===== src/rtl/bcs_pkg.sv =====
package bcs_pkg;
    localparam int LEN_CODE_W = 3;
    localparam logic [LEN_CODE_W-1:0] LEN_CODE_PAGE = 3'd7;
    localparam int MAX_FIXED_LOG = 3;

    typedef enum logic {
        ORD_LINEAR = 1'b0,
        ORD_XOR    = 1'b1
    } order_e;
endpackage


===== src/rtl/bcs_len_dec.sv =====
module bcs_len_dec
    import bcs_pkg::*;
#(
    parameter int COL_W = 8
) (
    input  logic [LEN_CODE_W-1:0] len_code,
    input  logic                  single_wr,
    input  logic                  is_write,
    output logic [COL_W-1:0]      blk_mask,
    output logic                  full_page
);
    logic [COL_W-1:0] raw_mask;
    logic             fixed_ok;
    logic             force_one;

    assign fixed_ok  = (32'(len_code) <= MAX_FIXED_LOG);
    assign force_one = single_wr && is_write;

    for (genvar gi = 0; gi < COL_W; gi++) begin : g_mask
        assign raw_mask[gi] = (32'(len_code) > gi);
    end

    always_comb begin
        full_page = 1'b0;
        blk_mask  = '0;
        if (force_one) begin
            blk_mask = '0;
        end else if (len_code == LEN_CODE_PAGE) begin
            full_page = 1'b1;
            blk_mask  = '1;
        end else if (fixed_ok) begin
            blk_mask = raw_mask;
        end
        // the block mask is always a run of low ones
        p_mask_contig_r3: assert (((blk_mask + COL_W'(1)) & blk_mask) == '0);
    end
endmodule


===== src/rtl/bcs_addr_gen.sv =====
module bcs_addr_gen
    import bcs_pkg::*;
#(
    parameter int COL_W = 8
) (
    input  logic [COL_W-1:0] start_col,
    input  logic [COL_W-1:0] step_cnt,
    input  logic [COL_W-1:0] blk_mask,
    input  order_e           order,
    output logic [COL_W-1:0] col_out
);
    logic [COL_W-1:0] lin_sum;
    logic [COL_W-1:0] xor_val;
    logic [COL_W-1:0] low_sel;

    assign lin_sum = start_col + step_cnt;
    assign xor_val = start_col ^ step_cnt;
    assign low_sel = (order == ORD_XOR) ? xor_val : lin_sum;

    for (genvar gi = 0; gi < COL_W; gi++) begin : g_bit
        assign col_out[gi] = blk_mask[gi] ? low_sel[gi] : start_col[gi];
    end
endmodule


===== src/rtl/burst_col_seq.sv =====
module burst_col_seq
    import bcs_pkg::*;
#(
    parameter int COL_W = 8
) (
    input  logic                  clk,
    input  logic                  rst_n,
    input  logic                  clk_en,
    input  logic                  cmd_valid,
    input  logic                  cmd_write,
    input  logic [COL_W-1:0]      cmd_col,
    input  logic                  cmd_autopre,
    input  logic                  burst_stop,
    input  logic [LEN_CODE_W-1:0] mode_len,
    input  logic                  mode_interleave,
    input  logic                  mode_single_write,
    output logic                  col_valid,
    output logic [COL_W-1:0]      col_addr,
    output logic                  col_last,
    output logic                  precharge_req
);
    typedef struct packed {
        logic             active;
        logic [COL_W-1:0] start;
        logic [COL_W-1:0] cnt;
        logic [COL_W-1:0] mask;
        logic             full;
        order_e           ord;
        logic             autopre;
        logic             pre_req;
    } seq_t;

    seq_t st_d, st_q;

    logic [COL_W-1:0] dec_mask;
    logic             dec_full;
    logic             at_last;

    bcs_len_dec #(.COL_W(COL_W)) u_len (
        .len_code  (mode_len),
        .single_wr (mode_single_write),
        .is_write  (cmd_write),
        .blk_mask  (dec_mask),
        .full_page (dec_full)
    );

    bcs_addr_gen #(.COL_W(COL_W)) u_addr (
        .start_col (st_q.start),
        .step_cnt  (st_q.cnt),
        .blk_mask  (st_q.mask),
        .order     (st_q.ord),
        .col_out   (col_addr)
    );

    assign at_last = st_q.active && !st_q.full && (st_q.cnt == st_q.mask);

    always_comb begin
        st_d = st_q;
        if (clk_en) begin
            st_d.pre_req = 1'b0;
            if (cmd_valid) begin
                st_d.active  = 1'b1;
                st_d.start   = cmd_col;
                st_d.cnt     = '0;
                st_d.mask    = dec_mask;
                st_d.full    = dec_full;
                st_d.ord     = (mode_interleave && !dec_full) ? ORD_XOR : ORD_LINEAR;
                st_d.autopre = cmd_autopre;
            end else if (st_q.active) begin
                if (burst_stop) begin
                    st_d.active = 1'b0;
                end else if (at_last) begin
                    st_d.active  = 1'b0;
                    st_d.pre_req = st_q.autopre;
                end else begin
                    st_d.cnt = st_q.cnt + COL_W'(1);
                end
            end
        end
    end

    always_ff @(posedge clk or negedge rst_n) begin
        if (!rst_n) begin
            st_q <= '{active: 1'b0, start: '0, cnt: '0, mask: '0, full: 1'b0,
                      ord: ORD_LINEAR, autopre: 1'b0, pre_req: 1'b0};
        end else begin
            st_q <= st_d;
        end
    end

    assign col_valid     = st_q.active;
    assign col_last      = at_last;
    assign precharge_req = st_q.pre_req;

    // accepted command shows its start column next cycle
    p_load_r2: assert property (@(posedge clk) disable iff (!rst_n)
        (clk_en && cmd_valid) |=> (col_valid && col_addr == $past(cmd_col)));

    // fixed bursts stay inside the aligned block
    p_block_r4: assert property (@(posedge clk) disable iff (!rst_n)
        (col_valid && !st_q.full) |-> (((col_addr ^ st_q.start) & ~st_q.mask) == '0));

    // full page steps by one modulo the row
    p_wrap_r6: assert property (@(posedge clk) disable iff (!rst_n)
        (clk_en && !cmd_valid && !burst_stop && col_valid && st_q.full)
        |=> (col_addr == $past(col_addr) + COL_W'(1)));

    // stop ends the burst with no precharge
    p_stop_r7: assert property (@(posedge clk) disable iff (!rst_n)
        (clk_en && !cmd_valid && burst_stop && col_valid) |=> (!col_valid && !precharge_req));

    // frozen while clock enable is low
    p_freeze_r8: assert property (@(posedge clk) disable iff (!rst_n)
        (!clk_en) |=> ($stable(col_addr) && $stable(col_valid) && $stable(precharge_req)));

    // natural end with auto-precharge raises the request
    p_pre_r10: assert property (@(posedge clk) disable iff (!rst_n)
        (clk_en && !cmd_valid && !burst_stop && col_last && st_q.autopre) |=> precharge_req);

    // request lasts one enabled cycle
    p_pre_pulse_r10: assert property (@(posedge clk) disable iff (!rst_n)
        (clk_en && precharge_req) |=> !precharge_req);
endmodule


===== config.mk =====
export PLATFORM = sky130hd
export DESIGN_NAME = burst_col_seq
export DESIGN_NICKNAME = d
export VERILOG_FILES = /design/src/rtl/bcs_pkg.sv /design/src/rtl/bcs_len_dec.sv /design/src/rtl/bcs_addr_gen.sv /design/src/rtl/burst_col_seq.sv
export SDC_FILE = /design/constraint.sdc
export NUM_CORES = 1
export LEC_CHECK = 0
export ABC_AREA = 1
export ABC_CLOCK_PERIOD_IN_PS = 4800
export CORE_UTILIZATION = 43
export CTS_BUF_LIST = sky130_fd_sc_hd__clkbuf_16
export DETAILED_ROUTE_END_ITERATION = 6
export HOLD_SLACK_MARGIN = 0.02
export PLACE_DENSITY_LB_ADDON = 0.25
export RECOVER_POWER = 100
export SKIP_CTS_REPAIR_TIMING = 1
export SLEW_MARGIN = 20
export SYNTH_ARGS = -nofsm -noshare
export SYNTH_HDL_FRONTEND = slang
export SYNTH_SLANG_ARGS = --single-unit

===== constraint.sdc =====
create_clock -name clk -period 4.8 [get_ports clk]
set_input_delay 0.48 -clock clk [delete_from_list [all_inputs] [get_ports clk]]
set_output_delay 0.48 -clock clk [all_outputs]
set_load 0.1 [all_outputs]

==> results summary, run 1 <==
The endpoint arrival time on the critical path came out at 3190 ps. The post-synthesis net count came out at 276. The first-pass GRT wire length is 6690 um. Setup repair after global routing left no endpoint under its margin. Based on the critical path, the design can be clocked at up to 273 MHz. The post-route fraction of the period consumed by the critical path came out at 76.4%.

The count of nets left with antenna violations after detail routing came out at 0. The static leakage came out at 1.09 nW. The top-level I/O count is 31. The worst clock skew is between 8 and 9 ps.

For this run the aggregate overflow at the end of global routing stands at 0. The number of violations of the max-capacitance limit came out at 0. In the final layout, the share of cells above drive strength 1 is 1.80%. The growth of design area from synthesis to finish is 23.4%. In this run the power density over the cells is 337 nW/um^2. The count of buffers inserted at the top-level ports is 30. In the synthesized netlist the dominant register cell turns out to be sky130_fd_sc_hd__dfrtp_1. Using the TritonRoute via totals, the vias-per-cell ratio works out to 5.00. The mean cell area of the mapped netlist is 7.09 sq um.

The all-layer global routing usage came out at between 20% and 30%. The share of the Yosys chip area taken by registers is 38.6%. The run finished with clean final reports. The worst setup path is launched from a flop.

The final setup violation count came out at 0. The net count of the finished layout is 308. The number of antenna violations at the first check in global routing was 0. The final critical path time including I/O delays and setup is 3670 ps.

The wire length per cell came out at roughly 12 um. The width of the die came out at 65.8 um. Buffers inserted during clock tree synthesis total 3.

The mapped netlist covers 1750 sq um. The number of enable-type register cells in the synthesized netlist came out at 0. The tree is rooted in a sky130_fd_sc_hd__clkbuf_16. The final number of hold-violating endpoints is 0. Synthesis produced 247 cells. The number of diodes came out at 0. The total number of placement rows is 22. The starting density of the core is 46.4%.

The final design area excluding fillers came out at 2160 sq um. The total negative slack for setup checks is 0 ps. The violation count after the first detailed-route iteration is 121. Entering global routing, the biggest net connects 28 pins. By startpoint and endpoint, the worst setup path is classified as flop to output pin. The register bit total from synthesis is 27. At the pin with the least slew margin, the transition time is between 1000 and 1500 ps. The iteration count of the initial detailed-routing pass is 4. In this run the cell area measured after placement is 2100 sq um. The type of the most critical hold path is flop to flop. The half-perimeter wire length after detailed placement is 2870 um. The source-to-sink clock delay at the later pin of the worst-skew pair came out at 260 ps. The capturing element type of the critical path is an output pin. The overall routed net length came out at around 3900 um.

STA puts the critical path data required time at 4320 ps. After synthesis, the share of flip-flops with an asynchronous set or reset is 100%. The largest driver fanout on the critical path came out at 7. Clock-pin slew was measured on the worst setup and hold paths at roughly 60 ps. The TritonCTS clock tree is yes. The worst-case clock buffer depth came out at 2.

The count of H-tree levels built during CTS came out at 1. The floorplan step defined a core boundary enclosing 3770 sq um. The floorplan die area came out at around 4300 sq um. The clock sink count is 27. The die is 65.8 um tall. The via count of the first global-routing pass is 1504. The number of different library cells in the post-synthesis netlist is 25.

The congestion estimate from routability-driven global placement came to 0.885. The post-route DRC violation count came out at 0. The number of max-slew violations in the final report came to 0. The number of warnings reported in the yosys synthesis log is 0. The normalized max-slew margin is 1.64%. The total number of vias is 1631.

VDD sags by at most 169 uV.
## kinds of logic (layout without fill, tap and decap cells)
family	after synthesis	count (layout)	synth area share, %
buffers and inverters	35	66	7.71
AO/OA/AOI/OAI	28	28	9.57
flip-flops	27	27	38.6
XOR/XNOR	7	7	3.50
adder cells (fa/ha/maj)	9	9	6.86
AND/OR/NAND/NOR	141	141	33.8
## flip-flops by register name, summed over array words and instances, names as in the netlist
| name | cells |
|---|---|
| st_q | 25 |
| col_valid | 1 |
| precharge_req | 1 |
## metal layers
metal	track usage [%]	share of wire, %	vias to the layer above	wire length [um]
li1	-	-	848	-
met3	4.14	3.1	5	121
met2	33.5	46	27	1770
met1	27.1	50	751	1940
met5	0	0	-	0
met4	7.07	1.2	0	48
## synthesized netlist by cell type (all sizes together) (2+ instances only)
cell | instances | area, sq um
xor2 | 4 | 35.0
buf | 3 | 15.0
dfrtp | 27 | 676
xnor2 | 3 | 26.3
nand3b | 2 | 15.0
nor2 | 16 | 60.1
o21ai | 17 | 96.4
o211ai | 4 | 30.0
nand3 | 20 | 100
nand4 | 3 | 18.8
ha | 8 | 100
a21oi | 4 | 20.0
inv | 30 | 113
nand2 | 96 | 370
o21bai | 2 | 15.0
nor3b | 3 | 22.5
## final timing paths
kind	from	endpoint	slack, ps	depth (start not counted)
setup / recovery	st_q[12]	col_addr[4]	1130	8
hold / removal	st_q[1]	st_q[1]	490	2
setup reg to reg	st_q[15]	st_q[14]	2520	8
hold reg to reg	st_q[1]	st_q[1]	490	2
max in group asynchronous	rst_n	st_q[9]	2840	2
min in group asynchronous	rst_n	st_q[6]	1100	2
## through the flow
step | util (%) | cells | setup WS, ps | power (W) | hold slack [ps]
after floorplan | - | 247 | 781 | 0.000477 | 184
after global placement | 55.7 | 322 | 1500 | 0.000552 | 483
after detailed placement | 55.7 | 322 | 1480 | 0.000554 | 483
after CTS | 57.8 | 326 | 1180 | 0.000747 | 501
after global routing | 57.3 | 326 | 923 | 0.000770 | 542
final | 57.3 | 326 | 1130 | 0.000729 | 495
## critical path: stages, from the launching register on
cell and delay, ps:
sky130_fd_sc_hd__dfrtp_1 450, sky130_fd_sc_hd__ha_1 220, sky130_fd_sc_hd__inv_1 60, sky130_fd_sc_hd__fa_1 370, sky130_fd_sc_hd__o21ai_0 230, sky130_fd_sc_hd__nand2_1 90
sky130_fd_sc_hd__xor2_1 140, sky130_fd_sc_hd__o21ai_0 140, sky130_fd_sc_hd__dlygate4sd3_1 1220
## where the power goes
part / switching, W / internal [W] / total (W)
Clock: 0.0000782 / 0.000112 / 0.000190
Sequential: 0.0000224 / 0.000249 / 0.000272
Combinational: 0.000193 / 0.0000737 / 0.000267
## final cells by class
| type | instances | area [sq um] |
|---|---|---|
| clock buffers | 3 | 75.1 |
| clock inverters | 1 | 3.75 |
| fillers | 366 | 1610 |
| inverters | 31 | 116 |
| multi-input cells | 185 | 927 |
| flip-flops and latches | 27 | 676 |
| well taps | 48 | 60.1 |
| repair buffers | 31 | 304 |
## layout by cell type, fill, tap and decap left out, types with 2 or more instances in the layout
cell type and instances:
sky130_fd_sc_hd__o21ai_0 17, sky130_fd_sc_hd__nor3b_1 3, sky130_fd_sc_hd__xor2_1 4, sky130_fd_sc_hd__inv_1 30
sky130_fd_sc_hd__o21bai_1 2, sky130_fd_sc_hd__dlygate4sd3_1 13, sky130_fd_sc_hd__nand3b_1 2, sky130_fd_sc_hd__nand4_1 3
sky130_fd_sc_hd__o211ai_1 4, sky130_fd_sc_hd__ha_1 8, sky130_fd_sc_hd__dfrtp_1 27, sky130_fd_sc_hd__nand2_1 95
sky130_fd_sc_hd__nand3_1 20, sky130_fd_sc_hd__xnor2_1 3, sky130_fd_sc_hd__nor2_1 16, sky130_fd_sc_hd__clkdlybuf4s50_1 17
sky130_fd_sc_hd__clkbuf_16 3, sky130_fd_sc_hd__a21oi_1 4
No activity file was read; power rests on OpenSTA's default activity.
==> run 2, diff against run 1 <==
--- a/config.mk
+++ b/config.mk
@@ -6,7 +6,7 @@
 export NUM_CORES = 1
 export LEC_CHECK = 0
 export ABC_AREA = 1
-export ABC_CLOCK_PERIOD_IN_PS = 4800
+export ABC_CLOCK_PERIOD_IN_PS = 3600
 export CORE_UTILIZATION = 43
 export CTS_BUF_LIST = sky130_fd_sc_hd__clkbuf_16
 export DETAILED_ROUTE_END_ITERATION = 6
==> constraint.sdc (replaced) <==
create_clock -name clk -period 3.6 [get_ports clk]
set_input_delay 0.36 -clock clk [delete_from_list [all_inputs] [get_ports clk]]
set_output_delay 0.36 -clock clk [all_outputs]
set_load 0.1 [all_outputs]
==> results summary, run 2 (same netlist as run 1, synthesis figures left out) <==
The multi-input combinational cell area is 927 sq um (unchanged). The switching fraction of total power came out at 40.9% (+0.59 points). The static leakage is 1.07 nW (-1.7%). The number of buffers created by CTS is 3 (unchanged). Among all stages on the critical path, the largest delay is contributed by sky130_fd_sc_hd__clkbuf_1. The worst-case clock buffer depth came out at 2 (unchanged).

The total number of placement rows came out at 22 (unchanged). Derived from the worst setup path, the maximum achievable clock frequency is 337 MHz. The width of the die is 65.8 um (unchanged). The number of flip-flops in the largest register is 25 (unchanged). The number of antenna violations at the first check in global routing is 0 (unchanged). The total power density per cell area came out at 456 nW/um^2 (+35%). The type of the most critical hold path is flop to flop.

The count of nets left with antenna violations after detail routing came out at 0 (unchanged). Leaving out fill and tap cells, the most frequent cell in the layout is sky130_fd_sc_hd__nand2_1. The required time at the worst-slack endpoint came out at 3240 ps (-1080 ps).

The share of post-route cells with drive strength above 1 is 3.24% (+1.4 points). The number of filler cells placed in the layout is 390 (+6.6%). The average vias per placed instance is 4.92 (-1.7%). The critical register-to-register path endpoint is st_q[12]. STA classifies the critical path startpoint as a flop.

Compared with the post-synthesis result, the final layout area differs by 21.1%. The overall routed net length came out at 3940 um (+1.5%). The half-perimeter wire length after detailed placement came out at 2940 um (+2.3%). The iteration count of the initial detailed-routing pass is 4 (unchanged).

The cell total after placement is 322 (unchanged). The number of cells on the worst hold path is 2 (unchanged). The number of max-slew violations in the final report is 0 (unchanged). The total area of sequential cells came out at 676 sq um (unchanged). In the layout the commonest cells are 95 x sky130_fd_sc_hd__nand2_1, 30 x sky130_fd_sc_hd__inv_1, 27 x sky130_fd_sc_hd__dfrtp_1. Setup repair after global routing left no endpoint under its margin. The starting density of the core is 46.4% (unchanged). The switching power of the nets came out at 0.000396 W (+35%). The source-to-sink clock delay at the later pin of the worst-skew pair came out at 260 ps (about the same). The run finished with clean final reports. The all-layer global routing usage is 20.9% (+0.27 points). CTS placed an instance of sky130_fd_sc_hd__clkbuf_16 at the clock tree root. In this design, the critical path's most frequently occurring cell is sky130_fd_sc_hd__nand3_1. The floorplan die area is 4330 sq um (unchanged). The path with the worst hold slack has its endpoint at st_q[1]. The top-level I/O count is 31 (unchanged). The post-route DRC violation count is 0 (unchanged).

The residual overflow from global routing was 0 (unchanged). The maximum number of pins on one net before global-route repair is 28 (unchanged). The combinational power share came out at 36.3% (-0.4 points). The capturing element type of the critical path is an output pin. The final setup violation count came out at 0 (unchanged).

The number of violations of the max-capacitance limit came out at 0 (unchanged). The number of cells on the worst reg-to-reg path came out at 8 (unchanged). The final instance count without filler cells is 326 (unchanged).

The worst clock skew is 4.54 ps (-3.93 ps). The number of diodes came out at 0 (unchanged). The endpoint arrival time on the critical path was 2610 ps (-580 ps). Walking the worst path, the cells encountered are ha_1 > nand3_1 > nand3_1 > nand2_1 > xor2_1 > o21ai_1 > clkbuf_1. The clock group share of total power was 26.2% (about the same). The fraction of power consumed by sequential logic came out at 37.6% (+0.3 points).

The height of the die came out at 65.8 um (unchanged). The count of buffers inserted at the top-level ports was 30 (unchanged). The first-pass GRT wire length is 6910 um (+3.4%). The total number of vias came out at 1604 (-1.7%).

The startpoint identified for the worst register-to-register timing path is st_q[15]. The largest voltage drop on the vdd net came out at 280 uV (+65%). The violation count after the first detailed-route iteration is 121 (unchanged).

The internal power came out at 0.000571 W (+31%). The placer congestion estimate was 0.877 (-0.85%). The count of H-tree levels built during CTS is 1 (unchanged). The setup path with the least slack is of type flop to output pin. The clock period could shrink to 2970 ps. The post-route fraction of the period consumed by the critical path is slightly above 80%. The wire length per cell is 12.1 um (+1.5%). The worst stage delay on the critical path is 880 ps (-340 ps). More flip-flops sit in one register than any other, and that register is st_q. In this run the most critical hold path is launched from st_q[1]. TritonCTS built the clock tree. The total negative slack for setup checks was 0 ps (unchanged). The transition time at the pin with the least slew margin was 1490 ps (+16.6 ps). The core box area came out at 3770 sq um (unchanged). The clock sink count is 27 (unchanged). The normalized max-slew margin is 0.536% (-1.1 points). The final layout net count came out at 308 (unchanged). The setup slack of the most critical reg-to-reg path came to 1300 ps (-1220 ps). The largest driver fanout on the critical path is 7 (unchanged). The via count of the first global-routing pass came out at 1550 (+3.1%). The clock slew seen by the registers of the worst setup and hold paths is 70 ps (about the same).

The final number of hold-violating endpoints came to 0 (unchanged).
## run 2: through the flow
step	utilization (%)	instance area, sq um	hold WS, ps	setup slack, ps	power [W]
finish	56.3	2120	493	629	0.000967
global route	56.3	2120	525	416	0.00102
CTS	57.3	2160	492	941	0.000991
detailed placement	55.2	2080	475	972	0.000737
global placement	55.2	2080	488	1090	0.000732
floorplan	-	1750	64.4	457	0.000637
## run 2: power groups by stage
| stage | Combinational [W] | Clock [W] | Sequential (W) |
|---|---|---|---|
| 2_1_floorplan | 0.000265 | 0 | 0.000371 |
| 3_3_place_gp | 0.000364 | 0 | 0.000367 |
| 3_5_place_dp | 0.000368 | 0 | 0.000368 |
| 4_1_cts | 0.000370 | 0.000258 | 0.000363 |
| 5_1_grt | 0.000382 | 0.000270 | 0.000367 |
| 6_report | 0.000351 | 0.000253 | 0.000363 |
## run 2: routing by layer
layer	up-vias	wire length, um	GRT usage (%)	part of all wire (%)
met4	0	32	4.08	0.81
li1	850	-	-	-
met1	728	1990	28.2	50
met2	22	1820	34.9	46
met3	4	102	3.62	2.6
met5	-	0	0	0
## run 2: final cells by class
cell class              instances  share of cell area (%)
clock inverters                 1                   0.177
flip-flops and latches         27                    31.8
multi-input cells             185                    43.7
repair buffers                 31                    12.4
inverters                      31                    5.48
well taps                      48                    2.83
clock buffers                   3                    3.54
## run 2: how the worst max path moves through the flow
stage / cells after the start / startpoint / end / slack (ps)
finish: 7 / st_q[14] / col_addr[3] / 630
global route: 10 / st_q[14] / col_addr[7] / 420
CTS: 8 / st_q[12] / col_addr[4] / 940
detailed placement: 7 / cmd_valid / st_q[10] / 970
global placement: 7 / cmd_valid / st_q[11] / 1090
floorplan: 7 / st_q[12] / col_addr[4] / 460
## run 2: critical path, delay by kind of cell, from the launching register on
family          cells  cell delay [ps]
buf+inv             1              880
flops               1              470
simple gates        3              300
fa+ha+maj           1              390
compound gates      1              160
xor+xnor            1              140
